===== src/rtl/ea_pkg.sv =====
package ea_pkg;
  typedef enum logic [1:0] {
    AM_16   = 2'd0,
    AM_32   = 2'd1,
    AM_64   = 2'd2,
    AM_RSVD = 2'd3
  } am_e;

  localparam int SEG_W = 3;
  localparam logic [SEG_W-1:0] SG_ES = 3'd0;
  localparam logic [SEG_W-1:0] SG_CS = 3'd1;
  localparam logic [SEG_W-1:0] SG_SS = 3'd2;
  localparam logic [SEG_W-1:0] SG_DS = 3'd3;
  localparam logic [SEG_W-1:0] SG_FS = 3'd4;
  localparam logic [SEG_W-1:0] SG_GS = 3'd5;

  localparam int GR_BX = 3;
  localparam int GR_SP = 4;
  localparam int GR_BP = 5;
  localparam int GR_SI = 6;
  localparam int GR_DI = 7;
  localparam int GR_LEGACY_CNT = 8;
endpackage


===== src/rtl/ea_rule_chk.sv =====
module ea_rule_chk
  import ea_pkg::*;
#(
  parameter int RSEL_W = 4
) (
  input  am_e               mode,
  input  logic              base_en,
  input  logic [RSEL_W-1:0] base_sel,
  input  logic              idx_en,
  input  logic [RSEL_W-1:0] idx_sel,
  input  logic              rip_rel,
  input  logic              seg_ovr,
  input  logic [SEG_W-1:0]  seg_code,
  output logic              illegal,
  output logic [SEG_W-1:0]  seg_eff
);
  localparam logic [RSEL_W-1:0] BX = RSEL_W'(GR_BX);
  localparam logic [RSEL_W-1:0] BP = RSEL_W'(GR_BP);
  localparam logic [RSEL_W-1:0] SP = RSEL_W'(GR_SP);
  localparam logic [RSEL_W-1:0] SI = RSEL_W'(GR_SI);
  localparam logic [RSEL_W-1:0] DI = RSEL_W'(GR_DI);
  localparam logic [RSEL_W-1:0] LEG_LIM = RSEL_W'(GR_LEGACY_CNT);

  logic bad_seg, stack_base, rel_form;

  assign bad_seg    = seg_ovr && (seg_code > SG_GS);
  assign rel_form   = rip_rel && (mode == AM_64);
  assign stack_base = base_en && !rel_form && (base_sel == SP || base_sel == BP);
  assign seg_eff    = seg_ovr ? seg_code : (stack_base ? SG_SS : SG_DS);

  always_comb begin
    illegal = bad_seg;
    unique case (mode)
      AM_16: begin
        if (base_en && !(base_sel == BX || base_sel == BP)) illegal = 1'b1;
        if (idx_en && !(idx_sel == SI || idx_sel == DI))    illegal = 1'b1;
        if (seg_ovr && seg_code > SG_DS)                    illegal = 1'b1;
        if (rip_rel)                                        illegal = 1'b1;
      end
      AM_32: begin
        if (base_en && base_sel >= LEG_LIM)                      illegal = 1'b1;
        if (idx_en && (idx_sel >= LEG_LIM || idx_sel == SP))     illegal = 1'b1;
        if (rip_rel)                                             illegal = 1'b1;
      end
      AM_64:   ;
      default: illegal = 1'b1;
    endcase
  end
endmodule


===== src/rtl/ea_offset_sum.sv =====
module ea_offset_sum
  import ea_pkg::*;
#(
  parameter int XLEN   = 64,
  parameter int DISP_W = 32,
  parameter int W16    = 16,
  parameter int W32    = 32
) (
  input  am_e             mode,
  input  logic            rel_form,
  input  logic            base_en,
  input  logic [XLEN-1:0] base_val,
  input  logic            idx_en,
  input  logic [XLEN-1:0] idx_val,
  input  logic [1:0]      scale,
  input  logic [DISP_W-1:0] disp,
  input  logic [XLEN-1:0] ip,
  output logic [XLEN-1:0] off
);
  localparam logic [XLEN-1:0] MASK16 = {{(XLEN-W16){1'b0}}, {W16{1'b1}}};
  localparam logic [XLEN-1:0] MASK32 = {{(XLEN-W32){1'b0}}, {W32{1'b1}}};

  logic [XLEN-1:0] disp_x, base_t, idx_t, raw;
  logic [1:0]      sh;

  assign disp_x = {{(XLEN-DISP_W){disp[DISP_W-1]}}, disp};
  assign sh     = (mode == AM_16) ? 2'd0 : scale;

  always_comb begin
    base_t = rel_form ? ip : (base_en ? base_val : '0);
    idx_t  = (!rel_form && idx_en) ? (idx_val << sh) : '0;
    raw    = base_t + idx_t + disp_x;
    unique case (mode)
      AM_16:   off = raw & MASK16;
      AM_32:   off = raw & MASK32;
      default: off = raw;
    endcase
  end
endmodule


===== src/rtl/ea_linear_map.sv =====
module ea_linear_map
  import ea_pkg::*;
#(
  parameter int XLEN  = 64,
  parameter int SEL_W = 16,
  parameter int W16   = 16,
  parameter int W32   = 32
) (
  input  am_e              mode,
  input  logic [SEG_W-1:0] seg_eff,
  input  logic [SEL_W-1:0] selector,
  input  logic [XLEN-1:0]  seg_base,
  input  logic [XLEN-1:0]  off,
  output logic [XLEN-1:0]  lin
);
  localparam int LIN16_W = SEL_W + 4;

  logic [LIN16_W-1:0] real_sum;
  logic [W32-1:0]     prot_sum;
  logic               fsgs;

  assign real_sum = {selector, 4'b0000} + LIN16_W'(off[W16-1:0]);
  assign prot_sum = seg_base[W32-1:0] + off[W32-1:0];
  assign fsgs     = (seg_eff == SG_FS) || (seg_eff == SG_GS);

  always_comb begin
    unique case (mode)
      AM_16:   lin = XLEN'(real_sum);
      AM_32:   lin = XLEN'(prot_sum);
      default: lin = off + (fsgs ? seg_base : '0);
    endcase
  end
endmodule


===== src/rtl/ea_linear_gen.sv =====
module ea_linear_gen
  import ea_pkg::*;
#(
  parameter int XLEN   = 64,
  parameter int DISP_W = 32,
  parameter int SEL_W  = 16,
  parameter int RSEL_W = 4
) (
  input  logic              clk,
  input  logic              rst,
  input  logic              in_valid,
  output logic              in_ready,
  input  logic [1:0]        mode,
  input  logic              base_en,
  input  logic [RSEL_W-1:0] base_sel,
  input  logic [XLEN-1:0]   base_val,
  input  logic              idx_en,
  input  logic [RSEL_W-1:0] idx_sel,
  input  logic [XLEN-1:0]   idx_val,
  input  logic [1:0]        scale,
  input  logic [DISP_W-1:0] disp,
  input  logic              seg_ovr,
  input  logic [2:0]        seg_code,
  input  logic [SEL_W-1:0]  seg_selector,
  input  logic [XLEN-1:0]   seg_base,
  input  logic [XLEN-1:0]   ip,
  input  logic              rip_rel,
  output logic              out_valid,
  input  logic              out_ready,
  output logic [XLEN-1:0]   eff_off,
  output logic [XLEN-1:0]   lin_addr,
  output logic [2:0]        seg_used,
  output logic              err
);
  am_e              mode_e;
  logic             illegal, rel_form, take;
  logic [SEG_W-1:0] seg_eff;
  logic [XLEN-1:0]  off_c, lin_c;

  assign mode_e   = am_e'(mode);
  assign rel_form = rip_rel && (mode_e == AM_64);
  assign in_ready = !out_valid || out_ready;
  assign take     = in_valid && in_ready;

  ea_rule_chk #(.RSEL_W(RSEL_W)) u_rule (
    .mode     (mode_e),
    .base_en  (base_en),
    .base_sel (base_sel),
    .idx_en   (idx_en),
    .idx_sel  (idx_sel),
    .rip_rel  (rip_rel),
    .seg_ovr  (seg_ovr),
    .seg_code (seg_code),
    .illegal  (illegal),
    .seg_eff  (seg_eff)
  );

  ea_offset_sum #(.XLEN(XLEN), .DISP_W(DISP_W)) u_sum (
    .mode     (mode_e),
    .rel_form (rel_form),
    .base_en  (base_en),
    .base_val (base_val),
    .idx_en   (idx_en),
    .idx_val  (idx_val),
    .scale    (scale),
    .disp     (disp),
    .ip       (ip),
    .off      (off_c)
  );

  ea_linear_map #(.XLEN(XLEN), .SEL_W(SEL_W)) u_map (
    .mode     (mode_e),
    .seg_eff  (seg_eff),
    .selector (seg_selector),
    .seg_base (seg_base),
    .off      (off_c),
    .lin      (lin_c)
  );

  always_ff @(posedge clk) begin
    if (rst) begin
      out_valid <= 1'b0;
      err       <= 1'b0;
      eff_off   <= '0;
      lin_addr  <= '0;
      seg_used  <= '0;
    end else begin
      err <= take && illegal;
      if (take) begin
        out_valid <= !illegal;
        if (!illegal) begin
          eff_off  <= off_c;
          lin_addr <= lin_c;
          seg_used <= seg_eff;
        end
      end else if (out_ready) begin
        out_valid <= 1'b0;
      end
    end
  end
endmodule


===== config.mk =====
export PLATFORM = sky130hd
export DESIGN_NAME = ea_linear_gen
export DESIGN_NICKNAME = d
export VERILOG_FILES = /design/src/rtl/ea_pkg.sv /design/src/rtl/ea_rule_chk.sv /design/src/rtl/ea_offset_sum.sv /design/src/rtl/ea_linear_map.sv /design/src/rtl/ea_linear_gen.sv
export SDC_FILE = /design/constraint.sdc
export NUM_CORES = 1
export LEC_CHECK = 0
export ABC_AREA = 1
export CELL_PAD_IN_SITES_DETAIL_PLACEMENT = 0
export CELL_PAD_IN_SITES_GLOBAL_PLACEMENT = 1
export CORE_ASPECT_RATIO = 1.5
export CORE_MARGIN = 3
export CORE_UTILIZATION = 38
export DETAILED_ROUTE_END_ITERATION = 12
export PLACE_DENSITY_LB_ADDON = 0.1
export SLEW_MARGIN = 15
export SYNTH_ARGS = -nofsm -noshare
export SYNTH_HDL_FRONTEND = slang
export SYNTH_SLANG_ARGS = --single-unit
export TNS_END_PERCENT = 50

===== constraint.sdc =====
create_clock -name clk -period 17.8 [get_ports clk]
set_input_delay 1.78 -clock clk [delete_from_list [all_inputs] [get_ports clk]]
set_output_delay 1.78 -clock clk [all_outputs]
set_load 0.01 [all_outputs]

==> summary.md, run 1 <==
| Metric | Value |
|---|---|
| Synth area leaders | dfxtp_1 14%, nand2_1 11%, ha_1 11%, a21oi_1 10%, inv_1 7.8% |
| Hold_buf cts | 0 |
| Synthesized Nets | 3566 |
| TritonCTS clock tree | yes |
| Drt total wl | 85.4 mm |
| RSZ-0062 raised after global routing | no |
| Setup bufs post-CTS | 0 |
| Post-layout nets | 3970 |
| Commonest cells post-synth | 561 x nand2_1, 393 x inv_1, 377 x a21oi_1, 337 x nor2_1, 244 x o21ai_0 |
| Root Driver | clkbuf_16 |
| H-Tree Depth | 4 |
| Multi-input gate area | 14300 um^2 |
| Final Max Tran Viols | 0 |
| R2R Path End | lin_addr[32] |
| Worst-skew pair later-pin latency | 470 ps |
| Avg Synthesized Cell Area | 6.27 um^2 |
| Cells after Synth | 3005 |
| Register area | 2660 um^2 |
| Max incr delay on CP | 620 ps |
| Vias in the first global route | 23000 |
| Final hold slack | 465 ps |
| Area leader, netlist | dfxtp_1 |
| Port Buffers | 460 |
| EDFF count, synth | 0 |
| Peak Freq | 102 MHz |
| Critical path peak fanout | 65 |
| Netlist cell types | 59 |
| Cts repair resizes | 0 |
| DR pass1 iterations | 5 |
| Total of warnings raised by yosys | 0 |
| Final Cycle Share | 54.8% |
| Total core area | 48800 um^2 |
| Tightest Hold Check Type | flip-flop to flip-flop |
| Share of layout cells above drive strength 1 | 3.74% |
| CP endpoint kind | flip-flop |
| Die area | 52300 um^2 |
| Clock buffer depth | 2 |
| Overall Power | 2.17 mW |
| Arrival @ worst endpoint | 10080 ps |
| Die X | 188 um |
| Number of max-cap violations | 0 |
| Worst slew pin tran | 995 ps |
| Worst-path clk slew | 60 ps |
| Avg WL per Cell | 20.9 um |
| GPL Wtd Cong | 0.966 |
| GRT overflow | 0 |
| I/O pin cnt | 461 |
| IR drop worst, VDD | 0.0706 mV |
| WP depth | 36 |
| Leak | 11.4 nW |
| Initial antenna violation count | 0 |
| Worst Setup Slack, final | 8040 ps |
| Global-route wire length before repair | 130 mm |
| CP top delay family | simple AND/OR/NAND/NOR gates |
| Post-Syn Area | 18800 um^2 |
| Vias per cell | 5.51 |
| Slowest cell on crit path | inv_2 |
| Drt drc | 0 |
| Startpoint types | primary input |
| DRT antenna net count | 0 |
| Syn-to-layout area delta | 30.9% |
| Final setup vio count | 0 |
| # diodes | 0 |
| DR vias | 22500 |
| Critical Path End | lin_addr[58] |
| CP startpoint | mode[1] |
| Status | finished clean |
| Most used DFF post-synth | dfxtp_1 |
| Final worst path period need | 9760 ps |
| Synth top area share | 14.1% |
| PwrDens | 88.0 nW/um^2 |
| Register bit total from synthesis | 133 |
| Worst path required time | 18120 ps |
| 1st-iter DRT viols | 1414 |
| GRT Total Usage | 31.9% |
| Count leader, synth | nand2_1 |
| Die height | 279 um |
| Largest net degree at the start of global routing | 81 |
| Worst slew margin | 33.5% |
| Seq/Total Area, Yosys | 14.1% |
| Clk sinks | 133 |
| Reg-to-reg critical path startpoint | out_valid |
| Num rows | 99 |
| Total Neg Setup Slack | 0 ps |
| Starting Density | 38.6% |
| Fillers | 5160 |
| Async SR Flop Fraction | 0% |
| TritonCTS buffer count | 17 |
| Post-Route Utilization | 50.5% |
| Hold Fails Final Rpt | 0 |
| Crit Path Class | primary input to flip-flop |
| R2R depth | 9 |
| Worst Skew | 17.2 ps |
| HPWL after DPL | 71.5 mm |
| Reg2Reg Setup Slack | 14980 ps |
| WP buf/inv | 10 |
| Worst slack at placement | 7680 ps |
==> how the worst min path moves through the flow <==
stage                         endpoint          from  slack, ps  cells after the start
after CTS                 lin_addr[62]  lin_addr[62]        470                      2
after detailed placement  lin_addr[62]  lin_addr[62]        460                      2
final                     lin_addr[37]  lin_addr[37]        470                      2
after global placement     eff_off[34]   eff_off[34]        450                      2
after floorplan            eff_off[16]   eff_off[16]        490                      2
after global routing      lin_addr[44]  lin_addr[44]        490                      2
==> per-stage QoR <==
stage               cell area [um^2]  instances
floorplan                      18800       3005
detailed placement             24000       4046
global route                   24700       4078
CTS                            24700       4078
global placement               24000       4046
finish                         24700       4078
==> power breakdown <==
group / internal (mW) / switching [mW]
clock: 0.229 / 0.161
combinational: 0.509 / 0.944
sequential: 0.316 / 0.0110
total: 1.05 / 1.12
==> sequential cells by signal (all words and copies together) (netlist names) <==
register and cells:
eff_off 64, err 1, out_valid 1, lin_addr 64, seg_used 3
==> cells in the final DEF (no fill, tap or decap), types with 7 or more instances in the layout <==
master	synthesis	final
a21boi_0	7	7
a21o_1	10	10
a21oi_1	377	377
a22o_1	61	61
a31oi_1	41	41
a41oi_1	13	13
buf_4	1	17
clkbuf_16	0	17
clkdlybuf4s50_1	0	457
dfxtp_1	133	133
fa_1	67	67
ha_1	167	167
inv_1	393	393
inv_2	11	10
mux2i_1	47	47
nand2_1	561	559
nand2_2	8	9
nand3_1	127	127
nand3b_1	11	11
nand4_1	31	31
nor2_1	337	336
nor3_1	25	25
nor4_1	8	8
o211ai_1	16	16
o21a_1	23	23
o21ai_0	244	244
o21ai_1	10	10
o21bai_1	7	7
o22ai_1	48	48
or2_2	27	27
xnor2_1	11	11
xor2_1	18	18
==> per-layer routing <==
| layer | part of all wire, % | up-vias | global-route usage (%) |
|---|---|---|---|
| met4 | 5.0 | 0 | 14.5 |
| met1 | 37 | 10500 | 33.8 |
| met2 | 53 | 803 | 61.6 |
| met5 | 0 | - | 0 |
| met3 | 5.2 | 161 | 4.60 |
| li1 | - | 11000 | - |
==> final cells by class <==
type | count | share of cell area (%)
sequential | 133 | 10.8
tap | 656 | 3.33
multi-input combinational | 2374 | 58.0
clock inverter | 14 | 0.766
inverter | 406 | 6.19
clock buffer | 18 | 1.78
timing repair buffer | 477 | 19.1
==> worst min-delay path, cell delays in order (launching register included) <==
cell     delay (ps)
dfxtp_1         310
nand2_1          60
a21oi_1          50
==> cells by family (layout without fill, tap and decap cells) <==
kind of cell / count (synthesis) / after routing / synth area share (%)
and+or+nand+nor: 1164 / 1164 / 26.1
AOI/OAI and AO/OA: 897 / 897 / 27.4
buffers and inverters: 498 / 915 / 10.1
adders and majority gates: 234 / 234 / 18.2
DFF: 133 / 133 / 14.1
muxes: 50 / 50 / 2.68
xor gates and xnor gates: 29 / 29 / 1.35
Note: power is estimated with default switching activity, not from simulation.
==> run 2: changes to the inputs <==
--- a/config.mk
+++ b/config.mk
@@ -10,7 +10,7 @@
 export CELL_PAD_IN_SITES_GLOBAL_PLACEMENT = 1
 export CORE_ASPECT_RATIO = 1.5
 export CORE_MARGIN = 3
-export CORE_UTILIZATION = 38
+export CORE_UTILIZATION = 35
 export DETAILED_ROUTE_END_ITERATION = 12
 export PLACE_DENSITY_LB_ADDON = 0.1
 export SLEW_MARGIN = 15
==> constraint.sdc (replaced) <==
create_clock -name clk -period 9.7 [get_ports clk]
set_input_delay 0.97 -clock clk [delete_from_list [all_inputs] [get_ports clk]]
set_output_delay 0.97 -clock clk [all_outputs]
set_load 0.01 [all_outputs]
==> run 2 against run 1 <==
Against the previous run: worst hold slack improved by 2.5 ps; critical path type unchanged; largest power group unchanged; clock skew down 1.7 ps; critical path depth shrank 6.
==> summary.md, run 2 (synthesis gave the netlist of run 1 again) <==
| Metric | Value |
|---|---|
| Worst-skew pair later-pin latency | 470 ps |
| Status | finished clean |
| Sw frac | 52.3% |
| Initial antenna violation count | 1 |
| Crit path top cell by count | nand3_1 |
| Clock share of power | 16.9% |
| Slowest cell on crit path | buf_4 |
| Clock buffer depth | 2 |
| Worst Skew | 15.5 ps |
| Hold_buf cts | 0 |
| Clk sinks | 133 |
| Final worst path period need | 8210 ps |
| Post-layout nets | 3979 |
| WP buf/inv | 6 |
| Avg WL per Cell | 21.6 um |
| HPWL after DPL | 75.3 mm |
| Leak | 11.4 nW |
| Most common cell after layout, fill and taps aside | nand2_1 |
| H-Tree Depth | 4 |
| Starting Density | 35.6% |
| Crit Path Class | primary input to flip-flop |
| Max incr delay on CP | 630 ps |
| Die area | 56700 um^2 |
| Port Buffers | 460 |
| Post-Route Utilization | 46.6% |
| Arrival @ worst endpoint | 8540 ps |
| Worst slew margin | 24.9% |
| GRT Total Usage | 30.4% |
| Drt drc | 0 |
| Critical hold path startpoint | lin_addr[41] |
| IR drop worst, VDD | 0.148 mV |
| Gate power share | 67.9% |
| DRT antenna net count | 0 |
| TritonCTS buffer count | 17 |
| Root Driver | clkbuf_16 |
| Critical path peak fanout | 57 |
| Most frequent cells in the layout | 559 x nand2_1, 457 x clkdlybuf4s50_1, 393 x inv_1, 377 x a21oi_1, 337 x nor2_1 |
| Internal | 1.89 mW |
| Flop pwr share | 15.1% |
| Final setup vio count | 0 |
| Reg-to-reg critical path startpoint | out_valid |
| Startpoint types | primary input |
| Final Max Tran Viols | 0 |
| GPL Wtd Cong | 0.999 |
| RSZ-0062 raised after global routing | no |
| Die X | 195 um |
| Tightest Hold Check Type | flip-flop to flip-flop |
| R2R depth | 9 |
| 1st-iter DRT viols | 1189 |
| DR pass1 iterations | 6 |
| WHS Path Cells | 2 |
| TritonCTS clock tree | yes |
| Setup bufs post-CTS | 0 |
| Vias in the first global route | 22500 |
| Final Cycle Share | 84.6% |
| GRT overflow | 0 |
| # diodes | 0 |
| Syn-to-layout area delta | 31.1% |
| Worst-path clk slew | 60 ps |
| Largest net degree at the start of global routing | 88 |
| Num rows | 103 |
| Worst path required time | 10030 ps |
| Global-route wire length before repair | 133 mm |
| Sw Pwr | 2.07 mW |
| Largest registers | eff_off: 64 flops, lin_addr: 64 flops, seg_used: 3 flops |
| Reg2Reg Setup Slack | 5670 ps |
| CP endpoint kind | flip-flop |
| R2R Path End | lin_addr[32] |
| Drt total wl | 89.0 mm |
| Cts repair resizes | 0 |
| I/O pin cnt | 461 |
| Hold Path End | lin_addr[41] |
| PwrDens | 160 nW/um^2 |
| Die height | 290 um |
| Worst slew pin tran | 1120 ps |
| Total Neg Setup Slack | 0 ps |
| DR vias | 22400 |
| Hold Fails Final Rpt | 0 |
| Peak Freq | 122 MHz |
| CP top delay family | simple AND/OR/NAND/NOR gates |
| Total core area | 53000 um^2 |
| Vias per cell | 5.44 |
| Number of max-cap violations | 0 |
| Fillers | 5593 |
| Share of layout cells above drive strength 1 | 3.96% |
run 2: changes by cell type in the layout (fill, tap and decap cells not counted), sizes merged:
cell	previous run	this run
buf	20	29
bufinv	3	1
clkinvlp	1	3
run 2: how the worst max path moves through the flow:
| stage | startpoint | to | slack, ps | depth (start not counted) |
|---|---|---|---|---|
| detailed placement | mode[0] | lin_addr[58] | 1100 | 30 |
| CTS | mode[0] | lin_addr[58] | 1580 | 30 |
| floorplan | mode[0] | lin_addr[62] | 3290 | 31 |
| finish | mode[0] | lin_addr[58] | 1490 | 30 |
| global placement | mode[0] | lin_addr[58] | 1110 | 30 |
| global route | mode[0] | lin_addr[53] | 970 | 33 |
run 2: cell type report:
class | count | area (um^2) | share of cell area, %
Multi-Input combinational cell | 2374 | 14300 | 57.9
Timing Repair Buffer | 486 | 4780 | 19.4
Sequential cell | 133 | 2660 | 10.8
Inverter | 406 | 1530 | 6.18
Tap cell | 682 | 853 | 3.45
Clock buffer | 18 | 439 | 1.78
Clock inverter | 14 | 141 | 0.572
run 2: metrics by stage:
step / std cells / instance area (um^2) / setup slack, ps / total power [mW] / hold slack [ps]
3_5_place_dp: 4081 / 24100 / 1100 / 3.27 / 458
3_3_place_gp: 4080 / 24100 / 1110 / 3.26 / 453
5_1_grt: 4113 / 24700 / 969 / 4.27 / 480
4_1_cts: 4113 / 24700 / 1580 / 3.96 / 469
6_report: 4113 / 24700 / 1490 / 3.95 / 468
2_1_floorplan: 3005 / 18800 / 3290 / 2.28 / 490
run 2: worst reg2reg max path, delay by kind of cell, from the launching register on:
kind / cells / cell delay [ps]
AO/OA/AOI/OAI: 1 / 120
buffers and inverters: 3 / 1540
flip-flops: 1 / 330
AND/OR/NAND/NOR: 5 / 1910
run 2: metal layers:
| metal | track usage [%] | wire length (um) | vias up |
|---|---|---|---|
| li1 | - | - | 11100 |
| met2 | 59.2 | 47900 | 716 |
| met4 | 11.3 | 3660 | 2 |
| met1 | 32.2 | 32800 | 10400 |
| met3 | 4.89 | 4650 | 146 |
| met5 | 0 | 17 | - |
run 2: power groups by stage:
stage	combinational [mW]	clock, mW	sequential, mW
6_report	2.69	0.669	0.599
3_5_place_dp	2.66	0	0.610
3_3_place_gp	2.65	0	0.610
2_1_floorplan	1.66	0	0.622
4_1_cts	2.68	0.686	0.599
5_1_grt	2.97	0.704	0.602
